===== config.mk =====
export PLATFORM = sky130hd
export DESIGN_NAME = emu_ff_gclk
export DESIGN_NICKNAME = d
export VERILOG_FILES = /design/src/rtl/emu_ff_pkg.sv /design/src/rtl/emu_clk_edge.sv /design/src/rtl/emu_hist.sv /design/src/rtl/emu_out_stage.sv /design/src/rtl/emu_ff_gclk.sv
export SDC_FILE = /design/constraint.sdc
export NUM_CORES = 1
export LEC_CHECK = 0
export ABC_AREA = 1
export ABC_CLOCK_PERIOD_IN_PS = 1700
export BUFFER_PORTS_ARGS = -buffer_cell sky130_fd_sc_hd__buf_4
export CELL_PAD_IN_SITES_DETAIL_PLACEMENT = 1
export CELL_PAD_IN_SITES_GLOBAL_PLACEMENT = 2
export CORE_UTILIZATION = 22
export DETAILED_ROUTE_END_ITERATION = 10
export GPL_TIMING_DRIVEN = 0
export PLACE_DENSITY_LB_ADDON = 0.1
export SLEW_MARGIN = 0
export SYNTH_ARGS = -nofsm -noshare
export SYNTH_HDL_FRONTEND = slang
export SYNTH_SLANG_ARGS = --single-unit
export TNS_END_PERCENT = 10

===== constraint.sdc =====
create_clock -name gclk -period 1.7 [get_ports gclk]
set_clock_uncertainty 0.05 [all_clocks]
set_input_delay 0.085 -clock gclk [delete_from_list [all_inputs] [get_ports gclk]]
set_output_delay 0.085 -clock gclk [all_outputs]
set_load 0.01 [all_outputs]

===== src/rtl/emu_ff_pkg.sv =====
`timescale 1ns/1ps
package emu_ff_pkg;

  typedef enum logic [1:0] {
    EMU_PLAIN  = 2'd0,
    EMU_ARST   = 2'd1,
    EMU_SETCLR = 2'd2
  } emu_mode_e;

  // Active edge between two consecutive samples of the emulated clock.
  function automatic logic edge_seen(input logic prev, input logic cur, input logic rising);
    return rising ? (!prev && cur) : (prev && !cur);
  endfunction

  // Converts a control level into an active-high flag.
  function automatic logic level_on(input logic v, input logic high);
    return high ? v : !v;
  endfunction

  // Reset is in force if either the current or the previous sample is active.
  function automatic logic rst_merge(input logic cur, input logic prev, input logic high);
    return high ? (cur | prev) : !(cur & prev);
  endfunction

endpackage


===== src/rtl/emu_clk_edge.sv =====
`timescale 1ns/1ps
module emu_clk_edge
  import emu_ff_pkg::*;
#(
  parameter bit RISING = 1'b1
) (
  input  logic gclk,
  input  logic lclk,
  output logic edge_hit
);

  // Power-up value equals the post-edge level, so no edge is inferred at start-up.
  logic lclk_prev = RISING;

  always_ff @(posedge gclk) begin
    lclk_prev <= lclk;
  end

  assign edge_hit = edge_seen(lclk_prev, lclk, RISING);

endmodule


===== src/rtl/emu_hist.sv =====
`timescale 1ns/1ps
module emu_hist #(
  parameter int               WIDTH = 8,
  parameter logic [WIDTH-1:0] INIT  = '0
) (
  input  logic             gclk,
  input  logic [WIDTH-1:0] d_now,
  input  logic [WIDTH-1:0] q_now,
  output logic [WIDTH-1:0] d_prev,
  output logic [WIDTH-1:0] q_prev
);

  // Both histories start at the register's initial value.
  logic [WIDTH-1:0] d_hold = INIT;
  logic [WIDTH-1:0] q_hold = INIT;

  always_ff @(posedge gclk) begin
    d_hold <= d_now;
    q_hold <= q_now;
  end

  assign d_prev = d_hold;
  assign q_prev = q_hold;

endmodule


===== src/rtl/emu_out_stage.sv =====
`timescale 1ns/1ps
module emu_out_stage
  import emu_ff_pkg::*;
#(
  parameter int               WIDTH     = 8,
  parameter emu_mode_e        MODE      = EMU_ARST,
  parameter bit               RST_HIGH  = 1'b1,
  parameter logic [WIDTH-1:0] RST_VALUE = '0,
  parameter bit               SET_HIGH  = 1'b1,
  parameter bit               CLR_HIGH  = 1'b1
) (
  input  logic             gclk,
  input  logic             edge_hit,
  input  logic [WIDTH-1:0] d_prev,
  input  logic [WIDTH-1:0] q_prev,
  input  logic             rst_in,
  input  logic [WIDTH-1:0] set_in,
  input  logic [WIDTH-1:0] clr_in,
  output logic             rst_on,
  output logic [WIDTH-1:0] q_out
);

  localparam bit HAS_RST = (MODE == EMU_ARST);
  localparam bit HAS_SC  = (MODE == EMU_SETCLR);

  logic [WIDTH-1:0] sel_val;
  logic [WIDTH-1:0] set_act;
  logic [WIDTH-1:0] clr_act;
  logic [WIDTH-1:0] set_m;
  logic [WIDTH-1:0] clr_m;
  logic             rst_prev;

  assign sel_val = edge_hit ? d_prev : q_prev;

  // Reset history exists only in reset mode; elsewhere it sits at the idle level.
  generate
    if (HAS_RST) begin : g_rst_hist
      logic rst_q = !RST_HIGH;
      always_ff @(posedge gclk) begin
        rst_q <= rst_in;
      end
      assign rst_prev = rst_q;
    end else begin : g_rst_none
      assign rst_prev = !RST_HIGH;
    end
  endgenerate

  assign rst_on = HAS_RST && rst_merge(rst_in, rst_prev, RST_HIGH);

  // Per-bit polarity conversion of set and clear.
  generate
    for (genvar b = 0; b < WIDTH; b++) begin : g_bit
      assign set_act[b] = level_on(set_in[b], SET_HIGH);
      assign clr_act[b] = level_on(clr_in[b], CLR_HIGH);
    end
  endgenerate

  assign set_m = HAS_SC ? set_act : '0;
  assign clr_m = HAS_SC ? clr_act : '0;

  // Clear is applied last, so it wins over set.
  assign q_out = rst_on ? RST_VALUE : ((sel_val | set_m) & ~clr_m);

endmodule


===== src/rtl/emu_ff_gclk.sv =====
`timescale 1ns/1ps
module emu_ff_gclk
  import emu_ff_pkg::*;
#(
  parameter int               WIDTH     = 8,
  parameter bit               RISING    = 1'b1,
  parameter emu_mode_e        MODE      = EMU_ARST,
  parameter bit               RST_HIGH  = 1'b1,
  parameter logic [WIDTH-1:0] RST_VALUE = '0,
  parameter bit               SET_HIGH  = 1'b1,
  parameter bit               CLR_HIGH  = 1'b1,
  parameter logic [WIDTH-1:0] INIT      = '0
) (
  input  logic             gclk,
  input  logic             lclk,
  input  logic [WIDTH-1:0] d_in,
  input  logic             rst_in,
  input  logic [WIDTH-1:0] set_in,
  input  logic [WIDTH-1:0] clr_in,
  output logic [WIDTH-1:0] q_out
);

  // Named internal events, visible to the bound checker.
  logic             edge_hit;
  logic             rst_on;
  logic [WIDTH-1:0] d_prev;
  logic [WIDTH-1:0] q_prev;

  emu_clk_edge #(
    .RISING (RISING)
  ) u_edge (
    .gclk     (gclk),
    .lclk     (lclk),
    .edge_hit (edge_hit)
  );

  emu_hist #(
    .WIDTH (WIDTH),
    .INIT  (INIT)
  ) u_hist (
    .gclk   (gclk),
    .d_now  (d_in),
    .q_now  (q_out),
    .d_prev (d_prev),
    .q_prev (q_prev)
  );

  emu_out_stage #(
    .WIDTH     (WIDTH),
    .MODE      (MODE),
    .RST_HIGH  (RST_HIGH),
    .RST_VALUE (RST_VALUE),
    .SET_HIGH  (SET_HIGH),
    .CLR_HIGH  (CLR_HIGH)
  ) u_out (
    .gclk     (gclk),
    .edge_hit (edge_hit),
    .d_prev   (d_prev),
    .q_prev   (q_prev),
    .rst_in   (rst_in),
    .set_in   (set_in),
    .clr_in   (clr_in),
    .rst_on   (rst_on),
    .q_out    (q_out)
  );

endmodule


Yosys cells after proc, flatten, opt, wreduce, memory -nomap -nowiden
Index checks and enable logic that the tools add are counted.

Mux-type cells: 2. Bitwise gates (word level): 1. Reductions and logical operators: 2.

Operators by type and width (count): two-way mux 8 bit (2); logical AND 1 bit (1); zero test 1 bit (1); OR 1 bit (1).

Flip-flop bits (word level): 18. Bits of input ports: 27. Output and inout port bits: 8. Word-level logic and storage cells: 9.

Longest topological paths before layout
Gate-level depths: netlist of the first run.

Word-level depth: 4. Depth in mapped cells: 5. Gate-level depth less buffers: 4.

Cells and area by module
A second synthesis of the first run with hierarchy kept.

Cell total of the unflattened synthesis: 64. Area total of the unflattened synthesis: 571.8 um^2.

By module, submodules not included: emu_hist (instances 1, cells each 16, area each 320.3 um^2, sequential area each 320.3 um^2); emu_out_stage (instances 1, cells each 45, area each 221.5 um^2, sequential area each 20.0 um^2); emu_clk_edge (instances 1, cells each 3, area each 30.0 um^2, sequential area each 20.0 um^2).

Worst setup path after synthesis of the first run
OpenSTA, ideal clock, no wires.

Kind: register to register. Start: register u_edge.lclk_prev. End: register u_hist.q_hold[0], in the netlist u_hist.q_prev[0]. Setup time: 0.103 ns. Arrival: 0.789 ns. Required time: 1.547 ns. Path slack: 0.758 ns. Cell stages (with the launch flop): 5. Path buffers: 0. Period minus slack after synthesis: 0.942 ns. Cells stage by stage: dfxtp_1 > inv_1 > nand3_1 > nand2_1 > nor2_1.

Cells in the longest elaborated chain, start to end: 4.

RTL lines: from (decl) (RTL line emu_clk_edge.sv:13) `logic lclk_prev = RISING;`; from (signal assigned) (RTL line emu_clk_edge.sv:16) `lclk_prev <= lclk;`; zero test 1 bit (RTL line emu_ff_pkg.sv:12) `return rising ? (!prev && cur) : (prev && !cur);`; logical AND 1 bit (RTL line emu_ff_pkg.sv:12); two-way mux 8 bit (RTL line emu_out_stage.sv:33) `assign sel_val = edge_hit ? d_prev : q_prev;`; two-way mux 8 bit (RTL line emu_out_stage.sv:62) `assign q_out = rst_on ? RST_VALUE : ((sel_val | set_m) & ~clr_m);`; named net q_out[0] (RTL line emu_ff_gclk.sv:20) `output logic [WIDTH-1:0] q_out`; to (signal assigned) (RTL line emu_hist.sv:19) `q_hold <= q_now;`; to (decl) (RTL line emu_hist.sv:15) `logic [WIDTH-1:0] q_hold = INIT;`.

The timed path passes the listed nets, and every way through them passes these cells.

Final worst setup path of the first run
Start: input port lclk. End: output port q_out[4].

Cells in the longest elaborated chain, start to end: 3.

RTL lines: from (decl) (RTL line emu_ff_gclk.sv:15) `input logic lclk,`; logical AND 1 bit (RTL line emu_ff_pkg.sv:12); two-way mux 8 bit (RTL line emu_out_stage.sv:33); two-way mux 8 bit (RTL line emu_out_stage.sv:62); to (decl) (RTL line emu_ff_gclk.sv:20).

No other way between the ends.

==> summary.txt, run 1 <==
Hold path
  – Hold Path End: u_hist.d_prev[5]
  – HP Start: d_in[5]
  – Hold Crit Class: in2reg
  – Hold Path Cell Cnt: 2

Drt
  – 1st-pass router iterations: 1
  – Residual DRC count: 0
  – Initial DRC Count: 0
  – DR vias: 459
  – DR WL/cell: 9.17 um
  – Vias/cell: 3.73
  – Drt total wl: 1130 um
  – Antenna Violating Nets Remaining: 0

Layout
  – Nets@finish: 123
  – Final Util: 0.376
  – Finished Layout Cells: 123
  – Layout cells sized above 1: 0.274
  – # diodes: 0
  – Area growth syn-to-layout: 55.1%

Logic synthesis
  – Ys Warns: 0
  – Async SR Flop Fraction: 0
  – Seq/Total Area, Yosys: 0.647
  – Yosys reg bits: 18
  – Syn nets: 90
  – Synthesized area per cell: 8.84 um2
  – Ys flop type: dfxtp_1
  – Cell area after synthesis: 557 um2
  – Count leader, synth: dfxtp_1
  – Share of the synthesized area in the top cell type: 0.647
  – Leading area contributor after synthesis: dfxtp_1
  – Cells after Synth: 63
  – Ranking of synthesized cells by area: dfxtp_1 (65%), nor2_1 (11%), nand3_1 (7.2%)
  – Most instantiated cells after synthesis: dfxtp_1 (18), nor2_1 (16), inv_1 (9), nand2_1 (8), nand3_1 (8)
  – Netlist cell types: 9
  – Post-synth EDFFs: 0

Die
  – Total core area: 2300 um2
  – Initial Util: 0.242
  – Die Ht: 52.3 um
  – Row cnt: 17
  – Die ar.: 2740 um2
  – Die width: 52.3 um
  – Io pins: 35

GRT
  – Largest net degree at the start of global routing: 11
  – Overflow after GRT: 0
  – First-pass GRT wire length: 1730 um
  – GRT Total Usage: 0.0947
  – Initial antenna violation count: 0
  – Number of global-route vias before repair: 389

STA
  – Final-report setup violation count: 0
  – Post-route clock period utilization: 0.921
  – Fin. Hold Viols: 0
  – Max Freq: 639 MHz
  – RSZ-0062 raised after global routing: false
  – Final WS setup: 0.134 ns
  – Total negative slack: 0 ns
  – Max-Slew Margin vs Limit: 0.765
  – Final min period: 1.57 ns
  – Max Slew Vio Count: 0
  – Worst-margin pin slew: 0.353 ns

Critical path
  – Reg2reg start: u_out.g_rst_hist.rst_q
  – Kind of critical path: in2out
  – R2r worst-path depth: 3
  – WP data required: 1.56 ns
  – Arr. time, crit path: 1.43 ns
  – Register-to-register setup slack: 0.73 ns
  – Worst-path fanout max: 9
  – End of the worst register-to-register path: u_hist.q_prev[4]
  – Crit start category: input pin
  – Crit. End Element: output pin

Outcome
  – Status: complete, no violations

Placed design
  – Place WS: 0.585 ns
  – Hpwl dp: 739 um
  – IO buf count: 18
  – Placed Instances: 109
  – Placer congestion estimate: 0.643

Clock network
  – Cts hold-fix bufs: 10
  – Post-CTS setup buffers: 0
  – Cells resized by post-CTS repair: 0
  – Root buffer cell: clkbuf_4
  – H-tree depth: 1
  – Max clock buf depth: 2
  – CTS sink cnt: 18
  – Worst-Skew Late Latency: 0.28 ns
  – Cts bufs inserted: 3
  – Clock slew at reported path FFs: 0.10 ns
  – TritonCTS clock tree: yes

Run
  – Max-Cap Viols: 0

Pwr
  – Total Power: 790 uW
  – Leak: 0.000415 uW
  – Worst VDD drop: 0.000562 V
  – Pwr Density: 915 nW/um2
-- where the power goes --
| part | internal [uW] | total (uW) | switching (uW) |
|---|---|---|---|
| sequential | 440 | 446 | 5.32 |
| combinational | 50.6 | 88.7 | 38.0 |
| clock | 130 | 255 | 125 |
| total | 621 | 790 | 168 |
-- final cells by class --
type | count | area (um2)
plain buffers | 1 | 11.3
repair buffers | 28 | 235
fillers | 285 | 1430
flip-flops and latches | 18 | 360
well taps | 28 | 35.0
inverters | 10 | 37.5
multi-input cells | 34 | 148
clock buffers | 4 | 36.3
-- kinds of logic after synthesis --
group	share of synthesized area
simple gates	0.265
flops	0.647
buf+inv	0.0876
-- layer usage --
metal  track usage  vias to the layer above  wire [um]
met3        0.0609                        2         46
met5             0                        -          0
met4        0.0263                        0          9
li1              -                      252          -
met2         0.152                       10        561
met1         0.102                      195        510
-- metrics by stage --
stage | hold WS [ns] | cell area, um2
after global routing | 0.356 | 863
after CTS | 0.365 | 863
after detailed placement | 0.141 | 727
after global placement | 0.139 | 727
final | 0.390 | 863
after floorplan | 0.0627 | 557
-- cell usage in the layout (no fill, tap or decap), drive strengths merged --
| cell type | count |
|---|---|
| nor2 | 18 |
| clkbuf | 4 |
| dfxtp | 18 |
| nand3 | 8 |
| nand2 | 8 |
| buf | 19 |
| dlygate4sd3 | 10 |
| inv | 10 |
-- registers in the layout, indices dropped and copies added (netlist names) --
register	count
u_hist.q_prev	8
u_hist.d_prev	8
u_out.g_rst_hist.rst_q	1
u_edge.lclk_prev	1
-- worst max-delay path, cell delays in order --
cell           delay (ns)
dlygate4sd3_1        0.52
buf_4                0.11
buf_6                0.12
inv_2                0.05
nor2_4               0.20
nor2_1               0.07
nor2_1               0.15
buf_4                0.14
-- how the worst max path moves through the flow --
stage / from / endpoint / slack [ns] / depth (start not counted)
final: lclk / q_out[4] / 0.13 / 8
after floorplan: u_edge.lclk_prev / u_hist.q_prev[0] / 0.76 / 4
after global routing: lclk / q_out[5] / 0.03 / 8
after CTS: lclk / q_out[4] / 0.10 / 8
after detailed placement: u_out.g_rst_hist.rst_q / q_out[4] / 0.59 / 4
after global placement: u_out.g_rst_hist.rst_q / q_out[2] / 0.60 / 4
(Power assumes the default switching activity.)
==> inputs of run 2 (changes only) <==
--- a/config.mk
+++ b/config.mk
@@ -13,7 +13,7 @@
 export CORE_UTILIZATION = 22
 export DETAILED_ROUTE_END_ITERATION = 10
 export GPL_TIMING_DRIVEN = 0
-export PLACE_DENSITY_LB_ADDON = 0.1
+export PLACE_DENSITY = 0.76
 export SLEW_MARGIN = 0
 export SYNTH_ARGS = -nofsm -noshare
 export SYNTH_HDL_FRONTEND = slang
==> summary.txt, run 2 (synthesis gave the netlist of run 1 again) <==
STA
  – Final-report setup violation count: 0 (unchanged)
  – Fin. Hold Viols: 0 (unchanged)
  – Worst-margin pin slew: 0.292 ns (was 0.353 ns)
  – RSZ-0062 raised after global routing: false (unchanged)
  – Max-Slew Margin vs Limit: 0.805 (was 0.765)
  – Post-route clock period utilization: 0.897 (was 0.921)
  – Max Freq: 656 MHz (was 639 MHz)
  – Max Slew Vio Count: 0 (unchanged)
  – Total negative slack: 0 ns (unchanged)
  – Final hold slack: 0.383 ns (was 0.390 ns)
  – Final WS setup: 0.175 ns (was 0.134 ns)
  – Final min period: 1.52 ns (was 1.57 ns)

GRT
  – Number of global-route vias before repair: 444 (was 389)
  – Overflow after GRT: 0 (unchanged)
  – Initial antenna violation count: 0 (unchanged)
  – GRT Total Usage: 0.0939 (was 0.0947)
  – Largest net degree at the start of global routing: 11 (unchanged)
  – First-pass GRT wire length: 1760 um (was 1730 um)

Layout
  – Layout cells sized above 1: 0.274 (unchanged)
  – Multi-input logic area: 148 um2 (unchanged)
  – Nets@finish: 123 (unchanged)
  – # diodes: 0 (unchanged)
  – Register area: 360 um2 (unchanged)
  – Commonest non-fill, non-tap cells in the layout: buf_4 (18), dfxtp_1 (18), nor2_1 (16), dlygate4sd3_1 (10), inv_1 (9) (unchanged)
  – Filler cell count: 287 (was 285)
  – Area growth syn-to-layout: 55.1% (unchanged)

Outcome
  – Status: complete, no violations (unchanged)

Placed design
  – IO buf count: 18 (unchanged)
  – Hpwl dp: 758 um (was 739 um)
  – Place WS: 0.623 ns (was 0.585 ns)
  – Placer congestion estimate: 0.695 (was 0.643)

Critical path
  – End of the worst register-to-register path: u_hist.q_prev[4] (unchanged)
  – Worst-path fanout max: 9 (unchanged)
  – Reg2reg start: u_edge.lclk_prev (was u_out.g_rst_hist.rst_q)
  – CP startpoint: lclk (unchanged)
  – Crit start category: input pin (unchanged)
  – Kind of critical path: in2out (unchanged)
  – R2r worst-path depth: 4 (was 3)
  – WP data required: 1.56 ns (about the same)
  – Arr. time, crit path: 1.39 ns (was 1.43 ns)
  – Crit. End Element: output pin (unchanged)
  – Worst setup path end: q_out[4] (unchanged)
  – Register-to-register setup slack: 0.76 ns (was 0.73 ns)

Die
  – Initial Util: 0.242 (unchanged)
  – Row cnt: 17 (unchanged)
  – Die ar.: 2740 um2 (unchanged)
  – Die Ht: 52.3 um (unchanged)
  – Total core area: 2300 um2 (unchanged)
  – Die width: 52.3 um (unchanged)
  – Io pins: 35 (unchanged)

Clock network
  – Clock slew at reported path FFs: 0.09 ns (was 0.10 ns)
  – TritonCTS clock tree: yes (unchanged)
  – Worst-Skew Late Latency: 0.29 ns (was 0.28 ns)
  – Cts bufs inserted: 3 (unchanged)
  – CTS sink cnt: 18 (unchanged)
  – Post-CTS setup buffers: 0 (unchanged)
  – H-tree depth: 1 (unchanged)
  – Root buffer cell: clkbuf_4 (unchanged)
  – Max clock buf depth: 2 (unchanged)

Pwr
  – Worst VDD drop: 0.000539 V (was 0.000562 V)
  – Leak: 0.000415 uW (unchanged)
  – Pwr Density: 913 nW/um2 (was 915 nW/um2)
  – Reported net switching power: 167 uW (was 168 uW)
  – Sw Ratio: 0.212 (was 0.213)
  – Seq pwr share: 0.565 (was 0.564)
  – Total Power: 789 uW (was 790 uW)
  – Combinational power share: 0.111 (was 0.112)
  – Internal power: 621 uW (about the same)
  – Clock network power share: 0.324 (was 0.323)

Drt
  – DR WL/cell: 8.39 um (was 9.17 um)
  – Vias/cell: 3.72 (was 3.73)
  – Antenna Violating Nets Remaining: 0 (unchanged)
  – DR vias: 457 (was 459)
  – Drt total wl: 1030 um (was 1130 um)
  – Initial DRC Count: 4 (was 0)
  – 1st-pass router iterations: 2 (was 1)
  – Residual DRC count: 0 (unchanged)

Run
  – Max-Cap Viols: 0 (unchanged)

Hold path
  – Hold Crit Class: in2reg (unchanged)
run 2: cell counts in the layout (fill, tap and decap cells not counted):
Identical to the previous run, type by type.
run 2: power by group through the flow:
stage,registers [uW],clock network [uW],logic [uW]
after floorplan,455,0,36.6
after global placement,456,0,69.1
after detailed placement,456,0,70.6
after CTS,446,274,88.8
after global routing,448,290,98.4
final,446,256,87.3
run 2: worst min-delay path by stage:
stage	cells past startpoint	to	slack, ns	from
6_report	2	u_hist.d_prev[5]	0.38	d_in[5]
5_1_grt	2	u_hist.d_prev[0]	0.36	d_in[0]
4_1_cts	2	u_hist.d_prev[6]	0.37	d_in[6]
3_5_place_dp	1	u_hist.d_prev[7]	0.14	d_in[7]
3_3_place_gp	1	u_hist.d_prev[5]	0.14	d_in[5]
2_1_floorplan	0	u_edge.lclk_prev	0.06	lclk
run 2: metal layers:
layer  vias to the layer above  share of wire  wire length [um]  global-route usage
met2                        15           0.44               454               0.146
li1                        252              -                 -                   -
met1                       188           0.48               492              0.0997
met5                         -              0                 0                   0
met4                         0          0.017                18              0.0395
met3                         2          0.065                67              0.0609
run 2: layout make-up:
| cell class | count | area share |
|---|---|---|
| flip-flops and latches | 18 | 0.417 |
| repair buffers | 28 | 0.272 |
| multi-input cells | 34 | 0.171 |
| inverters | 10 | 0.0435 |
| clock buffers | 4 | 0.0420 |
| well taps | 28 | 0.0406 |
| plain buffers | 1 | 0.0130 |
run 2: through the flow:
stage          cell area (um2)  instances  utilization
3_5_place_dp               727        109        0.316
4_1_cts                    863        123        0.376
5_1_grt                    863        123        0.376
2_1_floorplan              557         63            -
3_3_place_gp               727        109        0.316
6_report                   863        123        0.376
run 2: critical path: stages:
cell and delay, ns:
dlygate4sd3_1 0.52, buf_4 0.11, buf_6 0.12, inv_2 0.04
nor2_4 0.17, nor2_1 0.06, nor2_1 0.14, buf_4 0.14
run 2: repair_timing:
action,in CTS,in global routing
gates resized for setup,0,0
endpoints found under the hold margin,10,0
hold buffers,10,0
==> inputs of run 3 (changes only) <==
--- a/config.mk
+++ b/config.mk
@@ -14,6 +14,7 @@
 export DETAILED_ROUTE_END_ITERATION = 10
 export GPL_TIMING_DRIVEN = 0
 export PLACE_DENSITY = 0.76
+export RECOVER_POWER = 50
 export SLEW_MARGIN = 0
 export SYNTH_ARGS = -nofsm -noshare
 export SYNTH_HDL_FRONTEND = slang
==> summary.txt, run 3 (synthesis gave the netlist of run 1 again) <==
Outcome
  – Status: complete, no violations (unchanged)

Critical path
  – Crit. End Element: output pin (unchanged)
  – Kind of critical path: in2out (unchanged)
  – Register-to-register setup slack: 0.76 ns (about the same)
  – CP max-delay cell: dlygate4sd3_1 (unchanged)
  – End of the worst register-to-register path: u_hist.q_prev[4] (unchanged)
  – WP data required: 1.56 ns (about the same)
  – Worst-path fanout max: 9 (unchanged)
  – Worst path cell trace: dlygate4sd3_1, buf_4, buf_6, inv_2, nor2_4, nor2_1, nor2_1, buf_4 (unchanged)
  – Arr. time, crit path: 1.39 ns (about the same)
  – R2r worst-path depth: 4 (unchanged)
  – Reg2reg start: u_edge.lclk_prev (unchanged)
  – Max incr delay on CP: 0.52 ns (about the same)
  – Crit start category: input pin (unchanged)

Die
  – Io pins: 35 (unchanged)
  – Row cnt: 17 (unchanged)
  – Die Ht: 52.3 um (unchanged)
  – Die ar.: 2740 um2 (unchanged)
  – Die width: 52.3 um (unchanged)
  – Initial Util: 0.242 (unchanged)
  – Total core area: 2300 um2 (unchanged)

STA
  – Post-route clock period utilization: 0.897 (about the same)
  – Fin. Hold Viols: 0 (unchanged)
  – Max Freq: 656 MHz (about the same)
  – Max Slew Vio Count: 0 (unchanged)
  – Total negative slack: 0 ns (unchanged)
  – Max-Slew Margin vs Limit: 0.805 (unchanged)
  – Worst-margin pin slew: 0.292 ns (unchanged)
  – Final-report setup violation count: 0 (unchanged)
  – RSZ-0062 raised after global routing: false (unchanged)
  – Final min period: 1.53 ns (was 1.52 ns)
  – Final WS setup: 0.175 ns (about the same)

Hold path
  – Hold Path End: u_hist.d_prev[3] (was u_hist.d_prev[5])
  – Hold Path Cell Cnt: 2 (unchanged)
  – Hold Crit Class: in2reg (unchanged)
  – HP Start: d_in[3] (was d_in[5])

Pwr
  – Pwr Density: 912 nW/um2 (was 913 nW/um2)
  – Worst VDD drop: 0.000538 V (was 0.000539 V)
  – Leak: 0.000413 uW (was 0.000415 uW)

Placed design
  – Place WS: 0.623 ns (unchanged)
  – IO buf count: 18 (unchanged)
  – Placer congestion estimate: 0.695 (unchanged)
  – Placed Instances: 109 (unchanged)
  – Post-DP Area: 727 um2 (unchanged)
  – Hpwl dp: 758 um (unchanged)

Drt
  – 1st-pass router iterations: 2 (unchanged)
  – Drt total wl: 1020 um (was 1030 um)
  – Initial DRC Count: 4 (unchanged)
  – Vias/cell: 3.72 (unchanged)
  – DR WL/cell: 8.29 um (was 8.39 um)
  – DR vias: 457 (unchanged)
  – Antenna Violating Nets Remaining: 0 (unchanged)
  – Residual DRC count: 0 (unchanged)

Clock network
  – Worst-Skew Late Latency: 0.29 ns (about the same)
  – Root buffer cell: clkbuf_4 (unchanged)
  – Cells resized by post-CTS repair: 0 (unchanged)
  – Cts bufs inserted: 3 (unchanged)
  – Clock slew at reported path FFs: 0.09 ns (about the same)
  – TritonCTS clock tree: yes (unchanged)
  – CTS sink cnt: 18 (unchanged)
  – H-tree depth: 1 (unchanged)
  – Max clock buf depth: 2 (unchanged)

Layout
  – Register area: 360 um2 (unchanged)
  – Commonest non-fill, non-tap cell in the layout: dfxtp_1
  – # diodes: 0 (unchanged)
  – Multi-input logic area: 148 um2 (unchanged)
  – Nets@finish: 123 (unchanged)
  – Finished Layout Cells: 123 (unchanged)
  – Filler cell count: 287 (unchanged)
  – Commonest non-fill, non-tap cells in the layout: dfxtp_1 (18), nor2_1 (16), clkbuf_4 (12), dlygate4sd3_1 (10) (was buf_4 (18), dfxtp_1 (18), nor2_1 (16), dlygate4sd3_1 (10), inv_1 (9))
  – Post-layout instance area: 863 um2 (unchanged)
  – Final Util: 0.376 (unchanged)
  – Layout cells sized above 1: 0.274 (unchanged)
  – Area growth syn-to-layout: 55.1% (unchanged)

GRT
  – Initial antenna violation count: 0 (unchanged)
  – GRT Total Usage: 0.0939 (unchanged)
  – First-pass GRT wire length: 1760 um (unchanged)
  – Largest net degree at the start of global routing: 11 (unchanged)
  – Overflow after GRT: 0 (unchanged)
  – Number of global-route vias before repair: 444 (unchanged)

Run
  – Max-Cap Viols: 0 (unchanged)
run 3: metrics by stage:
stage	hold slack, ns	total power (uW)
CTS	0.366	809
global route	0.381	835
global placement	0.140	525
floorplan	0.0627	491
detailed placement	0.141	527
finish	0.400	787
run 3: how the worst max path moves through the flow:
stage | start | endpoint
final | lclk | q_out[4]
after global routing | lclk | q_out[3]
after CTS | lclk | q_out[2]
after detailed placement | u_edge.lclk_prev | q_out[0]
after global placement | u_edge.lclk_prev | q_out[3]
after floorplan | u_edge.lclk_prev | u_hist.q_prev[0]
run 3: per-layer routing:
| layer | share of wire | track usage | up-vias | wire [um] |
|---|---|---|---|---|
| met3 | 0.066 | 0.0609 | 2 | 67 |
| met2 | 0.44 | 0.146 | 15 | 450 |
| li1 | - | - | 252 | - |
| met5 | 0 | 0 | - | 0 |
| met1 | 0.47 | 0.0997 | 188 | 484 |
| met4 | 0.018 | 0.0395 | 0 | 18 |
run 3: worst max-delay path, delay by kind of cell:
family	cells	cell delay (ns)
AND/OR/NAND/NOR	3	0.37
buffers and inverters	5	0.93
run 3: layout make-up:
cell class / count / share of cell area
Tap cell: 28 / 0.0406
Buffer: 1 / 0.0130
Clock buffer: 4 / 0.0420
Sequential cell: 18 / 0.417
Inverter: 10 / 0.0435
Multi-Input combinational cell: 34 / 0.171
Timing Repair Buffer: 28 / 0.272
run 3: where the power goes:
part | internal [uW] | switching (uW) | total, uW | leakage (uW)
registers | 440 | 5.41 | 446 | 0.000150
logic | 49.5 | 36.3 | 85.8 | 0.000242
clock network | 130 | 125 | 256 | 0.0000210
total | 620 | 167 | 787 | 0.000413
run 3: repair_timing:
item,4_1_cts,5_1_grt
hold buffers,10,0
setup buffers,0,0
hold endpoints to repair,10,0
